--- src/rtl/gpio_irq_pkg.sv ---
package gpio_irq_pkg;
  localparam int NPIN   = 2;
  localparam int ADDR_W = 2;

  typedef enum logic [ADDR_W-1:0] {
    A_LEVEL = 2'd0,
    A_MODE  = 2'd1,
    A_STAT  = 2'd2,
    A_SPARE = 2'd3
  } gpio_addr_e;

  typedef struct packed {
    logic irq_en;
    logic hiz;
  } gpio_mode_t;

  // pin levels as the status word reports them; pin 1 hidden in interrupt mode
  function automatic logic [NPIN-1:0] pins_seen(logic [NPIN-1:0] sync, logic irq_en);
    return {sync[1] & ~irq_en, sync[0]};
  endfunction

  function automatic logic [NPIN-1:0] drive_oe(gpio_mode_t m);
    return {m.irq_en | ~m.hiz, ~m.hiz};
  endfunction

  function automatic logic [NPIN-1:0] drive_do(gpio_mode_t m, logic [NPIN-1:0] lvl, logic pend);
    return {m.irq_en ? ~pend : lvl[1], lvl[0]};
  endfunction
endpackage

--- src/rtl/gpio_sync2.sv ---
module gpio_sync2 #(
  parameter int W = 2
) (
  input  logic         clk,
  input  logic         rst_n,
  input  logic [W-1:0] d,
  output logic [W-1:0] q
);
  logic [W-1:0] meta_q;
  logic [W-1:0] sync_q;

  for (genvar i = 0; i < W; i++) begin : g_bit
    always_ff @(posedge clk or negedge rst_n) begin
      if (!rst_n) begin
        meta_q[i] <= 1'b0;
        sync_q[i] <= 1'b0;
      end else begin
        meta_q[i] <= d[i];
        sync_q[i] <= meta_q[i];
      end
    end
  end

  assign q = sync_q;
endmodule

--- src/rtl/gpio_regs.sv ---
module gpio_regs
  import gpio_irq_pkg::*;
#(
  parameter int STAT_W = 8
) (
  input  logic                 clk,
  input  logic                 rst_n,
  input  logic                 wr_en,
  input  logic [ADDR_W-1:0]    wr_addr,
  input  logic [NPIN-1:0]      wr_data,
  input  logic                 rd_en,
  input  logic [ADDR_W-1:0]    rd_addr,
  input  logic [STAT_W-1:0]    status_word,
  output logic [NPIN-1:0]      level,
  output gpio_mode_t           mode,
  output logic [STAT_W-1:0]    rd_data,
  output logic                 status_rd
);
  logic [NPIN-1:0]   level_q;
  gpio_mode_t        mode_q;
  logic [STAT_W-1:0] rd_q;
  logic [STAT_W-1:0] rd_mux;

  always_ff @(posedge clk or negedge rst_n) begin
    if (!rst_n) begin
      level_q <= '0;
      mode_q  <= '{irq_en: 1'b0, hiz: 1'b1};
    end else if (wr_en) begin
      if (wr_addr == A_LEVEL) level_q <= wr_data;
      if (wr_addr == A_MODE)  mode_q  <= wr_data;
    end
  end

  always_comb begin
    case (rd_addr)
      A_LEVEL: rd_mux = STAT_W'(level_q);
      A_MODE:  rd_mux = STAT_W'(mode_q);
      A_STAT:  rd_mux = status_word;
      default: rd_mux = '0;
    endcase
  end

  always_ff @(posedge clk or negedge rst_n) begin
    if (!rst_n)      rd_q <= '0;
    else if (rd_en)  rd_q <= rd_mux;
  end

  assign status_rd = rd_en && (rd_addr == A_STAT);
  assign level     = level_q;
  assign mode      = mode_q;
  assign rd_data   = rd_q;
endmodule

--- src/rtl/gpio_chg.sv ---
module gpio_chg #(
  parameter int W = 8
) (
  input  logic         clk,
  input  logic         rst_n,
  input  logic [W-1:0] status_word,
  input  logic         status_rd,
  output logic         change_evt,
  output logic         pend
);
  logic [W-1:0] prev_q;
  logic         primed_q;
  logic         pend_q;

  always_ff @(posedge clk or negedge rst_n) begin
    if (!rst_n) begin
      prev_q   <= '0;
      primed_q <= 1'b0;
      pend_q   <= 1'b0;
    end else begin
      prev_q   <= status_word;
      primed_q <= 1'b1;
      pend_q   <= change_evt | (pend_q & ~status_rd);
    end
  end

  assign change_evt = primed_q && (status_word != prev_q);
  assign pend       = pend_q;
endmodule

--- src/rtl/gpio_irq_port.sv ---
module gpio_irq_port
  import gpio_irq_pkg::*;
#(
  parameter int EXT_W = 6
) (
  input  logic                  clk,
  input  logic                  rst_n,
  input  logic                  wr_en,
  input  logic [1:0]            wr_addr,
  input  logic [1:0]            wr_data,
  input  logic                  rd_en,
  input  logic [1:0]            rd_addr,
  output logic [EXT_W+1:0]      rd_data,
  input  logic [EXT_W-1:0]      ext_status,
  input  logic [1:0]            pin_di,
  output logic [1:0]            pin_oe,
  output logic [1:0]            pin_do
);
  localparam int STAT_W = EXT_W + NPIN;

  logic [NPIN-1:0]   pin_sync;
  logic [NPIN-1:0]   level;
  gpio_mode_t        mode;
  logic [STAT_W-1:0] status_word;
  logic              status_rd;
  logic              change_evt;
  logic              pend;
  logic              irq_en;
  logic              hiz;
  logic [NPIN-1:0]   oe_q;
  logic [NPIN-1:0]   do_q;

  gpio_sync2 #(.W(NPIN)) u_sync (
    .clk(clk), .rst_n(rst_n), .d(pin_di), .q(pin_sync)
  );

  assign irq_en      = mode.irq_en;
  assign hiz         = mode.hiz;
  assign status_word = {ext_status, pins_seen(pin_sync, irq_en)};

  gpio_regs #(.STAT_W(STAT_W)) u_regs (
    .clk(clk), .rst_n(rst_n),
    .wr_en(wr_en), .wr_addr(wr_addr), .wr_data(wr_data),
    .rd_en(rd_en), .rd_addr(rd_addr),
    .status_word(status_word),
    .level(level), .mode(mode),
    .rd_data(rd_data), .status_rd(status_rd)
  );

  gpio_chg #(.W(STAT_W)) u_chg (
    .clk(clk), .rst_n(rst_n),
    .status_word(status_word), .status_rd(status_rd),
    .change_evt(change_evt), .pend(pend)
  );

  always_ff @(posedge clk or negedge rst_n) begin
    if (!rst_n) begin
      oe_q <= '0;
      do_q <= '0;
    end else begin
      oe_q <= drive_oe(mode);
      do_q <= drive_do(mode, level, pend);
    end
  end

  assign pin_oe = oe_q;
  assign pin_do = do_q;
endmodule

--- config.mk ---
export PLATFORM = sky130hd
export DESIGN_NAME = gpio_irq_port
export DESIGN_NICKNAME = d
export VERILOG_FILES = /design/src/rtl/gpio_irq_pkg.sv /design/src/rtl/gpio_sync2.sv /design/src/rtl/gpio_regs.sv /design/src/rtl/gpio_chg.sv /design/src/rtl/gpio_irq_port.sv
export SDC_FILE = /design/constraint.sdc
export NUM_CORES = 1
export LEC_CHECK = 0
export BUFFER_PORTS_ARGS = -buffer_cell sky130_fd_sc_hd__buf_2
export CAP_MARGIN = 20
export CORE_MARGIN = 3
export CORE_UTILIZATION = 25
export CTS_BUF_LIST = sky130_fd_sc_hd__clkbuf_4
export DETAILED_ROUTE_END_ITERATION = 16
export HOLD_SLACK_MARGIN = 0.06
export PLACE_DENSITY_LB_ADDON = 0.05
export SLEW_MARGIN = 0
export SYNTH_ARGS = -nofsm -noshare
export SYNTH_HDL_FRONTEND = slang
export SYNTH_SLANG_ARGS = --single-unit
export TNS_END_PERCENT = 5
--- constraint.sdc ---
create_clock -name clk -period 1.35 [get_ports clk]
set_input_delay 0.135 -clock clk [delete_from_list [all_inputs] [get_ports clk]]
set_output_delay 0.135 -clock clk [all_outputs]
set_load 0.01 [all_outputs]
==> impl_results.md <==
* Syn nets at 98
* RSZ-0062 raised after global routing: false
* WP buf/inv at 2
* Post-synthesis sequential area ratio at 67.3%
* Setup TNS at 0 ns
* Sw Ratio at 26.0%
* CP max-delay cell: dlygate4sd3_1
* Pint at 1.35 mW
* Number of synthesized flops with an enable pin at 0
* R2r setup slk at 0.20 ns
* Worst reg2reg startpoint: u_chg.prev_q[7]
* Initial antenna violation count at 0
* Fin crit share at 93.3%
* Worst EP required at 1.53 ns
* Die height at 72.9 µm
* DRT iter0 DRCs at 25
* Post-CTS sizing at 0
* Num rows at 23
* GRT overflow at 0
* Io pins at 30
* FF-to-FF End: u_chg.pend
* Drc violations at 0
* Worst path cell trace: dlygate4sd3_1 -> buf_2 -> xor2_1 -> nor4_2 -> a41oi_1
* Dpl hpwl at 1630 µm
* Worst-Margin Slew at 0.671 ns
* YS warnings at 0
* Largest net degree at the start of global routing at 31
* First-pass GRT wire length at 3830 µm
* MaxCap Viol Count at 0
* Lkg Pwr at 0.700 nW
* Layout area overhead at 32.8%
* Routability cong. at 0.631
* Asr flop ratio synth at 100%
* Power Dens Cells at 1230 mW/mm²
* Num Clock Sinks at 30
* Status: complete, no violations
* Cell Area, Synth at 0.00112 mm²
* Full die area at 0.00531 mm²
* Min cycle time layout at 1.26 ns
* Drt wl/cell at 12.8 µm
* Highest Clock Rate at 0.794 GHz
* Fin. Hold Viols at 0
* Die outline width at 72.9 µm
* Crit start category: input pin
* Worst Skew at 0.00780 ns
* Drt pass-1 iters at 4
* CTS Root Cell: clkbuf_4
* CP delay by family, top: buffers and inverters
* VDD IR-drop max at 605 µV
* Cell count after synthesis at 80
* Bufs on Longest Clock Path at 2
* Antenna cell count at 0
* Final setup violation count at 0
* CTS clk-pin slew, worst paths at 0.09 ns
* Netlist cell types at 22
* Core ar. at 0.00414 mm²
* Vias in the first global route at 800
* Number of vias per cell at 4.11
* Worst min-delay path startpoint: rd_en
* Number of CTS-inserted buffers at 5
* Htree depth at 2
* CP Data Arrival Time at 1.44 ns
* Pins over their slew limit at 0
* NetSw at 473 µW
* Port bufs at 29
* Worst reg2reg path depth at 3
* Gate power share at 15.1%
* Hold path cells at 3
* Clk pwr share at 27.8%
* Crit path kind: input pin to flop
* Share of cells above drive strength 1 at 34.6%
* Gr usage total at 9.83%
* HP Class: input pin to flop
* Prevailing post-synth register cell: dfrtp_1
* Worst-path fanout max at 3
* Max stage delay on crit path at 0.53 ns
* Slew HR at 55.3%
* WHS Endpoint: u_regs.rd_data[7]
* Initial core utilization at 27.0%
* TritonCTS clock tree: done
* Mapped Avg Cell Area at 14.0 µm²
* Clock Latency Late Sink at 0.32 ns
* Hold_ws at 0.159 ns
* # nets final at 144
* Detailed Route WL at 2260 µm
* Total number of vias at 727
* Layout fillers at 450
* Flop pwr share at 57.2%
* #FFs+latches synth at 30
* Final ANT Viol Nets at 0
* Crit. End Element: flop
-- flip-flops by register name, indices dropped and copies added, names as in the netlist --
register	count
pin_oe	2
u_chg.prev_q	8
u_chg.pend	1
u_sync.meta_q	2
u_regs.mode	2
u_regs.level	2
u_regs.rd_data	8
u_chg.primed_q	1
pin_do	2
u_sync.q	2
-- worst reg2reg max path: stages (launching register included) --
cell     delay, ns
dfrtp_1       0.38
xor2_1        0.15
nor4_2        0.32
a41oi_1       0.16
-- cells in the final DEF (no fill, tap or decap) --
cell type	instances
buf_2	29
dfrtp_1	29
dlygate4sd3_1	11
nand2_1	7
xor2_1	7
o2bb2ai_1	6
clkbuf_4	6
a21oi_1	4
mux2_2	4
nor2_1	3
inv_1	2
nand2b_1	2
nand3b_1	2
mux2i_1	2
a2bb2oi_1	2
nor2b_4	1
xnor2_1	1
nor3_1	1
nor4_2	1
a41oi_1	1
nor3b_2	1
nor2b_1	1
clkinv_2	1
clkinv_1	1
conb_1	1
dfstp_2	1
-- cells by family (layout without fill, tap and decap cells) --
group	Yosys count	in the layout	share of synthesized area, %
and+or+nand+nor	19	19	10.3
buffers and inverters	3	50	1.12
muxes	6	6	5.82
DFF	30	30	67.3
other	1	1	0.336
xor gates and xnor gates	8	8	6.27
AOI/OAI and AO/OA	13	13	8.85
-- worst max-delay path by stage --
stage | startpoint | endpoint | slack, ns | depth (start not counted)
floorplan | u_chg.prev_q[7] | u_chg.pend | 0.35 | 3
global placement | u_chg.prev_q[7] | u_chg.pend | 0.25 | 3
detailed placement | u_chg.prev_q[7] | u_chg.pend | 0.21 | 3
CTS | ext_status[5] | u_chg.pend | 0.09 | 5
global route | ext_status[5] | u_chg.pend | 0.08 | 5
finish | ext_status[0] | u_chg.pend | 0.09 | 5
-- metal layers --
layer / part of all wire (%) / GRT usage (%)
met4: 2.1 / 5.53
met5: 0 / 0
met2: 47 / 13.7
met3: 5.3 / 4.27
met1: 46 / 12.6
-- synthesized netlist by cell type, types with 2 or more instances --
| library cell | number | area share [%] |
|---|---|---|
| mux2i_1 | 2 | 1.8 |
| nand2b_1 | 2 | 1.1 |
| dfrtp_1 | 29 | 65 |
| nand3b_1 | 2 | 1.3 |
| nor2_1 | 3 | 1.0 |
| nand2_1 | 7 | 2.4 |
| inv_1 | 2 | 0.67 |
| a21oi_1 | 4 | 1.8 |
| xor2_1 | 7 | 5.5 |
| a2bb2oi_1 | 2 | 1.6 |
| o2bb2ai_1 | 6 | 4.7 |
| mux2_2 | 4 | 4.0 |
-- repair_timing --
item | CTS | global route
hold endpoints to repair | 45 | 0
setup buffers | 0 | 0
hold buffers | 11 | 0
-- cell type report --
class	instances	area, µm²	share of cell area (%)
Multi-Input combinational cell	47	353	23.8
Clock buffer	6	45.0	3.04
Clock inverter	2	8.76	0.590
Inverter	2	7.51	0.506
Tap cell	50	62.6	4.22
Timing Repair Buffer	40	255	17.2
Sequential cell	30	752	50.7
-- power by group through the flow --
stage | Clock (mW) | Combinational, mW | Sequential (mW)
detailed placement | 0 | 0.258 | 1.06
floorplan | 0 | 0.115 | 1.07
finish | 0.505 | 0.274 | 1.04
CTS | 0.543 | 0.283 | 1.04
global placement | 0 | 0.256 | 1.06
global route | 0.588 | 0.309 | 1.05
-- through the flow --
stage | instances | power [mW] | utilization, % | cell area (µm²) | worst slack [ns]
after detailed placement | 158 | 1.32 | 31.9 | 1320 | 0.212
after floorplan | 80 | 1.19 | - | 1120 | 0.347
final | 177 | 1.82 | 35.8 | 1480 | 0.0905
after CTS | 177 | 1.87 | 35.8 | 1480 | 0.0925
after global placement | 158 | 1.32 | 31.9 | 1320 | 0.255
after global routing | 177 | 1.95 | 35.8 | 1480 | 0.0782
(Power assumes the default switching activity.)
